$ cat config.mk
export PLATFORM = sky130hd
export DESIGN_NAME = sysopt_reg
export DESIGN_NICKNAME = d
export VERILOG_FILES = /design/src/rtl/sysopt_pkg.sv /design/src/rtl/sysopt_window.sv /design/src/rtl/sysopt_guard.sv /design/src/rtl/sysopt_reg.sv
export SDC_FILE = /design/constraint.sdc
export NUM_CORES = 1
export LEC_CHECK = 0
export BUFFER_PORTS_ARGS = -buffer_cell sky130_fd_sc_hd__buf_2
export CORE_UTILIZATION = 45
export CTS_BUF_LIST = sky130_fd_sc_hd__clkbuf_4 sky130_fd_sc_hd__clkbuf_8
export CTS_CLUSTER_DIAMETER = 80
export DETAILED_ROUTE_END_ITERATION = 8
export PLACE_DENSITY = 0.86
export SLEW_MARGIN = 20
export SYNTH_ARGS = -nofsm -noshare
export SYNTH_HDL_FRONTEND = slang
export SYNTH_SLANG_ARGS = --single-unit
$ cat constraint.sdc
create_clock -name clk_i -period 1.5 [get_ports clk_i]
set_input_delay 0.375 -clock clk_i [delete_from_list [all_inputs] [get_ports clk_i]]
set_output_delay 0.375 -clock clk_i [all_outputs]
set_load 0.05 [all_outputs]
$ cat src/rtl/sysopt_pkg.sv
package sysopt_pkg;
  localparam int OPT_W     = 8;
  localparam int BIT_ADPU  = 7;
  localparam int BIT_CSEL  = 6;
  localparam int BIT_EDGE  = 5;
  localparam int BIT_DLY   = 4;
  localparam int BIT_MON   = 3;
  localparam int BIT_FORCE = 2;
  localparam int BIT_RATE1 = 1;
  localparam int BIT_RATE0 = 0;

  localparam logic [OPT_W-1:0] RST_VAL     = 8'h10;
  localparam logic [OPT_W-1:0] PROT_MASK   = 8'h37;
  localparam logic [OPT_W-1:0] STICKY_MASK = 8'h04;
endpackage

$ cat src/rtl/sysopt_window.sv
module sysopt_window #(
  parameter int WIN_CYCLES = 64
) (
  input  logic clk_i,
  input  logic rst_ni,
  output logic open_o
);
  localparam int CW = $clog2(WIN_CYCLES + 1);
  localparam logic [CW-1:0] LAST = CW'(WIN_CYCLES);

  logic [CW-1:0] cnt_q;

  always_ff @(posedge clk_i or negedge rst_ni) begin
    if (!rst_ni)           cnt_q <= '0;
    else if (cnt_q != LAST) cnt_q <= cnt_q + 1'b1;
  end

  assign open_o = (cnt_q < LAST);

  p_window_stays_shut_r5: assert property (@(posedge clk_i) disable iff (!rst_ni)
    !open_o |=> !open_o);
endmodule

$ cat src/rtl/sysopt_guard.sv
module sysopt_guard (
  input  logic clk_i,
  input  logic rst_ni,
  input  logic special_i,
  input  logic open_i,
  input  logic wr_en_i,
  output logic prot_ok_o,
  output logic written_o
);
  logic written_q;

  always_ff @(posedge clk_i or negedge rst_ni) begin
    if (!rst_ni)                                written_q <= 1'b0;
    else if (wr_en_i && open_i && !special_i)   written_q <= 1'b1;
  end

  assign prot_ok_o = special_i || (open_i && !written_q);
  assign written_o = written_q;

  p_written_holds_r4: assert property (@(posedge clk_i) disable iff (!rst_ni)
    written_q |=> written_q);
endmodule

$ cat src/rtl/sysopt_reg.sv
module sysopt_reg
  import sysopt_pkg::*;
#(
  parameter int WIN_CYCLES = 64
) (
  input  logic             clk_i,
  input  logic             rst_ni,
  input  logic             special_mode_i,
  input  logic             wr_en_i,
  input  logic [OPT_W-1:0] wr_data_i,
  output logic [OPT_W-1:0] rd_data_o,
  output logic             adc_pwr_o,
  output logic             clk_sel_o,
  output logic             irq_edge_o,
  output logic             stop_delay_o,
  output logic             mon_en_o,
  output logic [1:0]       rate_o
);
  logic [OPT_W-1:0] opt_q, nxt, opt_d;
  logic win_open, prot_ok, written;

  sysopt_window #(.WIN_CYCLES(WIN_CYCLES)) u_win (
    .clk_i (clk_i),
    .rst_ni(rst_ni),
    .open_o(win_open)
  );

  sysopt_guard u_guard (
    .clk_i    (clk_i),
    .rst_ni   (rst_ni),
    .special_i(special_mode_i),
    .open_i   (win_open),
    .wr_en_i  (wr_en_i),
    .prot_ok_o(prot_ok),
    .written_o(written)
  );

  for (genvar b = 0; b < OPT_W; b++) begin : g_bit
    if (PROT_MASK[b]) begin : g_prot
      assign nxt[b] = (wr_en_i && prot_ok) ? wr_data_i[b] : opt_q[b];
    end else begin : g_free
      assign nxt[b] = wr_en_i ? wr_data_i[b] : opt_q[b];
    end
  end

  // force bit cannot be cleared except by reset
  assign opt_d = nxt | (opt_q & STICKY_MASK);

  always_ff @(posedge clk_i or negedge rst_ni) begin
    if (!rst_ni) opt_q <= RST_VAL;
    else         opt_q <= opt_d;
  end

  assign rd_data_o    = opt_q;
  assign adc_pwr_o    = opt_q[BIT_ADPU];
  assign clk_sel_o    = opt_q[BIT_CSEL];
  assign irq_edge_o   = opt_q[BIT_EDGE];
  assign stop_delay_o = opt_q[BIT_DLY];
  assign mon_en_o     = opt_q[BIT_MON] | opt_q[BIT_FORCE];
  assign rate_o       = {opt_q[BIT_RATE1], opt_q[BIT_RATE0]};

  p_free_bits_follow_r2: assert property (@(posedge clk_i) disable iff (!rst_ni)
    wr_en_i |=> ((rd_data_o & ~PROT_MASK) == ($past(wr_data_i) & ~PROT_MASK)));

  p_once_only_r4: assert property (@(posedge clk_i) disable iff (!rst_ni)
    (wr_en_i && !special_mode_i && written)
      |=> ((rd_data_o & PROT_MASK) == ($past(rd_data_o) & PROT_MASK)));

  p_closed_window_r5: assert property (@(posedge clk_i) disable iff (!rst_ni)
    (wr_en_i && !special_mode_i && !win_open)
      |=> ((rd_data_o & PROT_MASK) == ($past(rd_data_o) & PROT_MASK)));

  p_force_sticky_r7: assert property (@(posedge clk_i) disable iff (!rst_ni)
    rd_data_o[BIT_FORCE] |=> rd_data_o[BIT_FORCE]);

  p_force_enables_r8: assert property (@(posedge clk_i) disable iff (!rst_ni)
    rd_data_o[BIT_FORCE] |-> mon_en_o);
endmodule

==> flow_summary.json, run 1 <==
{
  "syn_inst": 55,
  "p_seq_share_pct": 47.5,
  "seqCellArea_um2": 402,
  "p_per_area_mw_per_mm2": 1130,
  "core_area_mm2": 0.00151,
  "clockPowerShare_pct": 24.2,
  "grt_pass1_wl_um": 1830,
  "ys_ff_latch": 16,
  "drv_cap": 0,
  "crit_type": "reg2out",
  "r2r-end": "u_win.cnt_q[1]$_DFFE_PN0N_",
  "cp.arrival_ns": 1.08,
  "synth_most_common_cell": "dfrtp_1",
  "postLayoutCellArea_um2": 882,
  "drive_above_1_share_pct": 55.0,
  "synth_top_area_cell": "dfrtp_1",
  "synth.area.top_cells": "dfrtp_1, mux2_2, buf_4",
  "synth_common_cells": "dfrtp_1, mux2_2, buf_4",
  "synthDistinctLibCells": 19,
  "synthArstFlopShare_pct": 100,
  "post_cts_buffers": 0,
  "dp_slack_ns": 0.122,
  "fillers": 138,
  "synth_top_cell_area_share_pct": 51.8,
  "cts-htree-levels": 1,
  "rsz0062_at_grt": "no",
  "critical_path.max_stage_delay_ns": 0.40,
  "clk_path_buf_depth": 2,
  "cts_tree": "done",
  "r2r_cells": 3,
  "cts_buffers": 3,
  "area_growth_pct": 21.8,
  "r2r_slack_ns": 0.12,
  "finalCritPeriodShare_pct": 96.8,
  "worst_slew_pin_slew_ns": 0.430,
  "syn_avg_cell_area_um2": 13.2,
  "status": "completed",
  "drv_slew": 0,
  "numClockSinks": 16,
  "drt-initial-drc-count": 9,
  "vias": 488,
  "die_h_um": 42.1,
  "crit_required_ns": 1.12,
  "period_minus_slack_ns": 1.45,
  "syn_nets": 69,
  "finalPower_w": 0.00100,
  "timing.fmax_ghz": 0.689,
  "hold_violations": 0,
  "power.switching_w": 0.000353,
  "cts-root-buf": "clkbuf_4",
  "setup_tns_ns": 0,
  "hold_path_startpoint": "wr_data_i[7]",
  "pin_count": 27,
  "drc": 0,
  "peakVddDrop_uv": 596,
  "pwr-share-comb_pct": 28.2,
  "fin_nets": 95,
  "wl_per_cell_um": 12.1,
  "cp-start-kind": "register",
  "drt-pass1-iter-count": 4,
  "std_cell_rows": 14,
  "seq_area_frac_synth_pct": 55.4,
  "ant_nets": 0,
  "diodes": 0,
  "worstHoldEndpoint": "rd_data_o[7]$_DFFE_PN0P_",
  "slew_headroom_pct": 71.2,
  "synth_flop_cell": "dfrtp_1",
  "p_leak_nw": 0.436,
  "grt_max_degree": 17,
  "clk_pin_slew_worst_paths_ns": 0.09,
  "dieArea_mm2": 0.00177,
  "yosysWarnings": 0,
  "hold_depth": 2,
  "antenna_found_initial": 0,
  "min_path_type": "in2reg",
  "sw_frac_of_total_pct": 35.3,
  "setup_violations": 0,
  "die-width_um": 42.1,
  "gr-total-overflow": 0,
  "clk_latency_ns": 0.28,
  "initial_core_util_pct": 48.1,
  "grt_pass1_vias": 463,
  "path_cells": "or2_4 > buf_8",
  "setup_slack_ns": 0.0477,
  "io_buffers": 26,
  "intPower_w": 0.000648,
  "path_max_fanout": 3,
  "wirelength_um": 1160,
  "via_per_inst": 5.08,
  "synth_edf_count": 0,
  "multi_input_area_um2": 269,
  "grtUsageTotal_pct": 14.4,
  "crit_slowest_cell": "dfrtp_1",
  "endpoint_kind": "primary output",
  "place_area_um2": 830,
  "fin_worst_skew_ns": 0.00796,
  "gp_congestion": 0.701,
  "timing.rr.start": "u_win.cnt_q[2]$_DFFE_PN0N_",
  "netlist_area_um2": 724,
  "setup.worst_path.start": "rd_data_o[2]$_DFF_PN0_"
}
## cells by family (layout without fill, tap and decap cells)
logic type	Yosys count	count (layout)	synth area share [%]
muxes	8	8	13.0
xor gates and xnor gates	6	6	7.25
AOI/OAI and AO/OA	3	3	2.76
DFF	16	16	55.4
buffers and inverters	9	34	7.77
adders and majority gates	2	2	3.45
and+or+nand+nor	11	11	10.4
## flip-flops by register name, indices dropped and copies added, names as in the netlist
register,cells
u_win.cnt_q,7
rd_data_o,8
u_guard.written_o,1
## power by group through the flow
stage | logic [W] | clock network, W | registers (W)
floorplan | 0.000146 | 0 | 0.000577
global placement | 0.000280 | 0 | 0.000482
detailed placement | 0.000282 | 0 | 0.000485
CTS | 0.000285 | 0.000253 | 0.000476
global route | 0.000294 | 0.000271 | 0.000480
finish | 0.000282 | 0.000242 | 0.000476
## cell usage in the layout, fill, tap and decap left out, types with 2 or more instances in the layout
master / n
buf_2: 25
dfrtp_1: 15
mux2_2: 7
xnor2_1: 5
nand3_1: 4
clkbuf_4: 4
inv_1: 3
nor2_1: 2
ha_1: 2
## per-stage QoR
stage	instances	hold WS (ns)	utilization, %
global route	96	0.318	58.6
finish	96	0.320	58.6
floorplan	55	0.0794	-
CTS	96	0.310	58.6
global placement	91	0.299	55.1
detailed placement	91	0.300	55.1
## worst max path at each step
stage	cells after the start	slack [ns]	endpoint
floorplan	1	0.09	mon_en_o
CTS	2	0.03	mon_en_o
global placement	3	0.13	rd_data_o[1]$_DFFE_PN0P_
finish	2	0.05	mon_en_o
detailed placement	3	0.12	rd_data_o[5]$_DFFE_PN0P_
global route	2	0.004	mon_en_o
## cell type report
class,count,share of cell area [%]
well taps,16,2.27
multi-input cells,30,30.5
clock buffers,4,3.40
flip-flops and latches,16,45.5
inverters,3,1.28
repair buffers,27,17.0
## critical path: cells and delay by family, from the launching register on
family,cells,cell delay [ns]
flip-flops,1,0.40
buffers and inverters,1,0.15
AND/OR/NAND/NOR,1,0.26
## metal layers
metal | share of wire [%] | global-route usage [%]
met1 | 42 | 16.0
met2 | 51 | 24.4
met3 | 5.9 | 3.88
met4 | 1.6 | 8.75
met5 | 0 | 0
## repair_timing
| action | CTS | global route |
|---|---|---|
| hold endpoints to repair | 15 | 0 |
| endpoints found under the setup margin | 1 | 0 |
| resized for setup | 4 | 0 |
| hold buffers | 1 | 0 |
Note: power is estimated with default switching activity, not from simulation.
==> inputs of run 2 (changes only) <==
clock period = 1.6 ns   (was 1.5 ns; I/O delays follow)
==> run 2 against run 1 <==
Net effect:
- worst setup slack gained 0.012 ns
- clock skew shrank 0.0032 ns
- wire length shrank 1.4%
- worst hold slack lost 0.31 ns
- total power shrank 3.5%
- global-route usage grew 0.72 points
- combinational power shrank 7.1%
- critical endpoint unchanged
- clock power grew 7%
- register-to-register slack gained 0.15 ns
- largest cell class unchanged
- sequential cell count is the same
- sequential share of layout area grew 0.33 points
- sequential power shrank 6.5%
- largest power group unchanged
==> flow_summary.json, run 2 (same netlist as run 1, synthesis figures left out) <==
{
  "drv_slew": 0,
  "cp.arrival_ns": 1.14,
  "clk_latency_ns": 0.28,
  "wirelength_um": 1150,
  "cts_buffers": 3,
  "r2r-end": "u_win.cnt_q[1]$_DFFE_PN0N_",
  "io_buffers": 26,
  "r2r_slack_ns": 0.27,
  "worst_slew_pin_slew_ns": 0.396,
  "p_per_area_mw_per_mm2": 1100,
  "r2r_cells": 3,
  "finalPower_w": 0.000965,
  "layout_commonest_cell": "buf_2",
  "setup_violations": 0,
  "rsz0062_at_grt": "no",
  "cp-start-kind": "register",
  "numClockSinks": 16,
  "peakVddDrop_uv": 694,
  "fin_nets": 95,
  "fillers": 122,
  "hpwl_um": 870,
  "initial_core_util_pct": 48.1,
  "grt_pass1_vias": 436,
  "cts-htree-levels": 1,
  "antenna_found_initial": 0,
  "place_area_um2": 830,
  "grt_max_degree": 17,
  "period_minus_slack_ns": 1.54,
  "gp_congestion": 0.739,
  "gr-total-overflow": 0,
  "hold_violations": 0,
  "postLayoutCellArea_um2": 876,
  "drc": 0,
  "core_area_mm2": 0.00151,
  "crit_required_ns": 1.20,
  "area_growth_pct": 20.9,
  "p_leak_nw": 0.434,
  "drive_above_1_share_pct": 56.3,
  "setup_slack_ns": 0.0600,
  "drt-pass1-iter-count": 2,
  "crit_slowest_cell": "dfrtp_1",
  "fin_worst_skew_ns": 0.00475,
  "path_max_fanout": 2,
  "die-width_um": 42.1,
  "dieArea_mm2": 0.00177,
  "std_cell_rows": 14,
  "grtUsageTotal_pct": 15.1,
  "pin_count": 27,
  "slew_headroom_pct": 73.5,
  "clk_path_buf_depth": 2,
  "ant_nets": 0,
  "clk_pin_slew_worst_paths_ns": 0.09,
  "cts_tree": "done",
  "min_path_type": "in2async",
  "wl_per_cell_um": 11.9,
  "grt_pass1_wl_um": 1910,
  "diodes": 0,
  "crit_type": "reg2out",
  "cp_top_family": "flip-flops",
  "finalCritPeriodShare_pct": 96.3,
  "cp_num_buf_inv": 1,
  "cts-root-buf": "clkbuf_4",
  "path_cells": "or2_2 > buf_4",
  "critical_path.max_stage_delay_ns": 0.38,
  "drt-initial-drc-count": 4,
  "die_h_um": 42.1,
  "final_cell_mix": "buf_2, dfrtp_1, mux2_2",
  "drv_cap": 0,
  "setup_tns_ns": 0,
  "vias": 469,
  "largest_reg_flops": 8,
  "via_per_inst": 4.89,
  "endpoint_kind": "primary output",
  "status": "completed",
  "timing.rr.start": "u_win.cnt_q[2]$_DFFE_PN0N_",
  "dp_slack_ns": 0.243,
  "timing.fmax_ghz": 0.649
}
run 2: cell count changes in the layout (fill, tap and decap cells not counted):
cell / previous run / this run
buf_8: 1 / 0
dlygate4sd3_1: 1 / 0
clkbuf_8: 0 / 1
clkbuf_4: 4 / 3
or2_2: 0 / 1
buf_4: 0 / 2
or2_4: 1 / 0
run 2: power by group:
group	switching [W]	internal, W
clock	0.000120	0.000138
combinational	0.000201	0.0000608
sequential	0.0000142	0.000431
total	0.000335	0.000630
run 2: through the flow:
stage | hold WS [ns] | util [%] | instances
final | 0.00710 | 58.1 | 96
after global routing | 0.0246 | 58.1 | 96
after CTS | 0.0108 | 57.5 | 95
after detailed placement | 0.329 | 55.1 | 91
after global placement | 0.321 | 55.1 | 91
after floorplan | 0.104 | - | 55
run 2: repair_timing:
| action | in CTS | in global routing |
|---|---|---|
| gates resized for setup | 0 | 2 |
| hold endpoints to repair | 0 | 0 |
| setup endpoints to repair | 0 | 1 |
| buffers inserted | 0 | 1 |
| hold buffers | 0 | 0 |
run 2: metal layers:
metal	GRT usage [%]	vias up	routed length (um)	part of all wire (%)
li1	-	234	-	-
met1	17.4	217	486	42
met2	24.4	18	577	50
met3	4.74	0	83	7.2
met4	9.38	0	0	0
met5	0	-	0	0
run 2: how the worst max path moves through the flow:
stage,from,to,cells after the start
2_1_floorplan,rd_data_o[2]$_DFF_PN0_,mon_en_o,1
3_3_place_gp,special_mode_i,rd_data_o[1]$_DFFE_PN0P_,3
3_5_place_dp,special_mode_i,rd_data_o[1]$_DFFE_PN0P_,3
4_1_cts,rd_data_o[2]$_DFF_PN0_,mon_en_o,2
5_1_grt,rd_data_o[3]$_DFFE_PN0P_,mon_en_o,2
6_report,rd_data_o[2]$_DFF_PN0_,mon_en_o,2
run 2: worst register-to-register path, stage by stage, from the launching register on:
cell and delay (ns):
dfrtp_1 0.44, nor4b_2 0.32, nand3b_2 0.16, mux2_4 0.31
run 2: cell type report:
class	instances	area, um^2	share of cell area, %
sequential	16	402	45.9
multi-input combinational	30	267	30.4
timing repair buffer	27	140	16.0
clock buffer	4	36.3	4.14
tap	16	20.0	2.29
inverter	3	11.3	1.29
==> inputs of run 3 (changes only) <==
CORE_MARGIN = 4   (was not set)
CORE_UTILIZATION = 44   (was 45)
PLACE_DENSITY = 0.87   (was 0.86)
REMOVE_ABC_BUFFERS = 1   (was not set)
clock period = 1.3 ns   (was 1.6 ns; I/O delays follow)
==> run 3 against run 2 <==
Net effect:
- the run now ends with setup timing left
- worst setup slack got worse by 0.16 ns
- core utilization increased by 5.2 points
- total power increased by 29%
- count of clock-buffer cells in the layout unchanged
- via count increased by 8.1%
- combinational power increased by 41%
- final cell count increased by 4.2%
- die area increased by 33%
- first-iteration DRC count unchanged
==> flow_summary.json, run 3 (same netlist as run 1, synthesis figures left out) <==
{
  "clk_pin_slew_worst_paths_ns": 0.09,
  "r2r_cells": 3,
  "worst_slew_pin_slew_ns": 0.339,
  "largest_reg_flops": 8,
  "dieArea_mm2": 0.00236,
  "layout_commonest_cell": "buf_2",
  "wirelength_um": 1340,
  "min_path_type": "in2reg",
  "r2r_slack_ns": 0.02,
  "dp_slack_ns": 0.00296,
  "final_cell_mix": "buf_2, dfrtp_1, clkbuf_4",
  "status": "finished, violations left",
  "antenna_found_initial": 0,
  "fillers": 108,
  "core_area_mm2": 0.00152,
  "diodes": 0,
  "via_per_inst": 5.07,
  "slew_headroom_pct": 77.4,
  "pin_count": 27,
  "hold_violations": 0,
  "cp-start-kind": "register",
  "rsz0062_at_grt": "yes",
  "gr-total-overflow": 0,
  "grt_pass1_wl_um": 2460,
  "timing.rr.start": "u_win.cnt_q[3]$_DFFE_PN0N_",
  "cts-root-buf": "clkbuf_4",
  "path_max_fanout": 3,
  "hold_path_startpoint": "wr_data_i[5]",
  "grt_pass1_vias": 585,
  "drt-pass1-iter-count": 2,
  "grt_max_degree": 17,
  "die-width_um": 48.6,
  "timing.fmax_ghz": 0.717,
  "numClockSinks": 16,
  "area_growth_pct": 33.3,
  "ant_nets": 0,
  "die_h_um": 48.6,
  "io_buffers": 26,
  "clk_latency_ns": 0.28,
  "drt-initial-drc-count": 4,
  "fin_nets": 99,
  "hold_depth": 2,
  "grtUsageTotal_pct": 13.2,
  "worstHoldEndpoint": "rd_data_o[5]$_DFFE_PN0P_",
  "setup_slack_ns": -0.0956,
  "fin_worst_skew_ns": 0.00166,
  "crit_type": "reg2out",
  "hpwl_um": 1060,
  "p_leak_nw": 0.474,
  "crit_required_ns": 0.98,
  "p_per_area_mw_per_mm2": 1290,
  "clk_path_buf_depth": 2,
  "drv_slew": 0,
  "r2r-end": "u_win.cnt_q[1]$_DFFE_PN0N_",
  "gp_congestion": 0.874,
  "setup_violations": 3,
  "wl_per_cell_um": 13.4,
  "vias": 507,
  "cp.arrival_ns": 1.07,
  "cts-htree-levels": 1,
  "finalCritPeriodShare_pct": 107,
  "cts_buffers": 3,
  "fin_hold_ws_ns": 0.268,
  "std_cell_rows": 14,
  "period_minus_slack_ns": 1.40,
  "peakVddDrop_uv": 595,
  "failed_checks": "setup timing",
  "drive_above_1_share_pct": 57.1,
  "initial_core_util_pct": 47.5,
  "endpoint_kind": "primary output",
  "drv_cap": 0,
  "cts_tree": "done",
  "drc": 0
}
## run 3: cell types whose count changed in the layout (fill, tap and decap cells not counted), sizes merged
cell	delta
clkbuf	+5
buf	-2
dlygate4sd3	+1
## run 3: power by group
part	switching [W]	internal, W
clock	0.000155	0.000170
combinational	0.000254	0.000114
sequential	0.0000234	0.000531
total	0.000432	0.000816
## run 3: what timing repair did
action                     CTS  global route
resized for setup           12             6
hold buffers                 1             0
buffers inserted             1             0
setup endpoints to repair    4            10
hold endpoints to repair    15             0
pin swaps                    2             0
## run 3: metrics by stage
step / cells / util (%) / TNS [ns] / area, um^2 / power (W)
3_3_place_gp: 94 / 55.9 / 0 / 852 / 0.000884
6_report: 100 / 63.4 / -0.190 / 966 / 0.00125
2_1_floorplan: 49 / - / -0.0640 / 679 / 0.000796
3_5_place_dp: 94 / 55.9 / 0 / 852 / 0.000890
4_1_cts: 100 / 62.0 / -0.206 / 945 / 0.00125
5_1_grt: 100 / 63.4 / -0.427 / 966 / 0.00131
## run 3: layout make-up
| cell class | count | area (um^2) | share of cell area, % |
|---|---|---|---|
| sequential | 16 | 402 | 41.6 |
| multi-input combinational | 30 | 278 | 28.8 |
| timing repair buffer | 31 | 219 | 22.7 |
| clock buffer | 4 | 36.3 | 3.76 |
| tap | 16 | 20.0 | 2.07 |
| inverter | 3 | 11.3 | 1.17 |
## run 3: worst max path at each step
stage                                     startpoint  slack (ns)                          to
after floorplan               rd_data_o[2]$_DFF_PN0_       -0.06                    mon_en_o
after global placement    u_win.cnt_q[2]$_DFFE_PN0N_        0.08  u_win.cnt_q[1]$_DFFE_PN0N_
after detailed placement  u_win.cnt_q[2]$_DFFE_PN0N_       0.003  u_win.cnt_q[1]$_DFFE_PN0N_
after CTS                   rd_data_o[3]$_DFFE_PN0P_       -0.11                    mon_en_o
after global routing          rd_data_o[2]$_DFF_PN0_       -0.16                    mon_en_o
final                         rd_data_o[2]$_DFF_PN0_        -0.1                    mon_en_o
## run 3: critical path, stage by stage (launching register included)
cell and delay [ns]:
dfrtp_1 0.40, or2_4 0.24, buf_8 0.15
## run 3: metal layers
layer / share of wire (%) / wire (um) / vias to the layer above / GRT usage [%]
met2: 50 / 667 / 26 / 21.1
met1: 38 / 503 / 241 / 13.8
met3: 8.9 / 119 / 6 / 6.13
li1: - / - / 234 / -
met4: 3.7 / 49 / 0 / 8.07
met5: 0 / 0 / - / 0
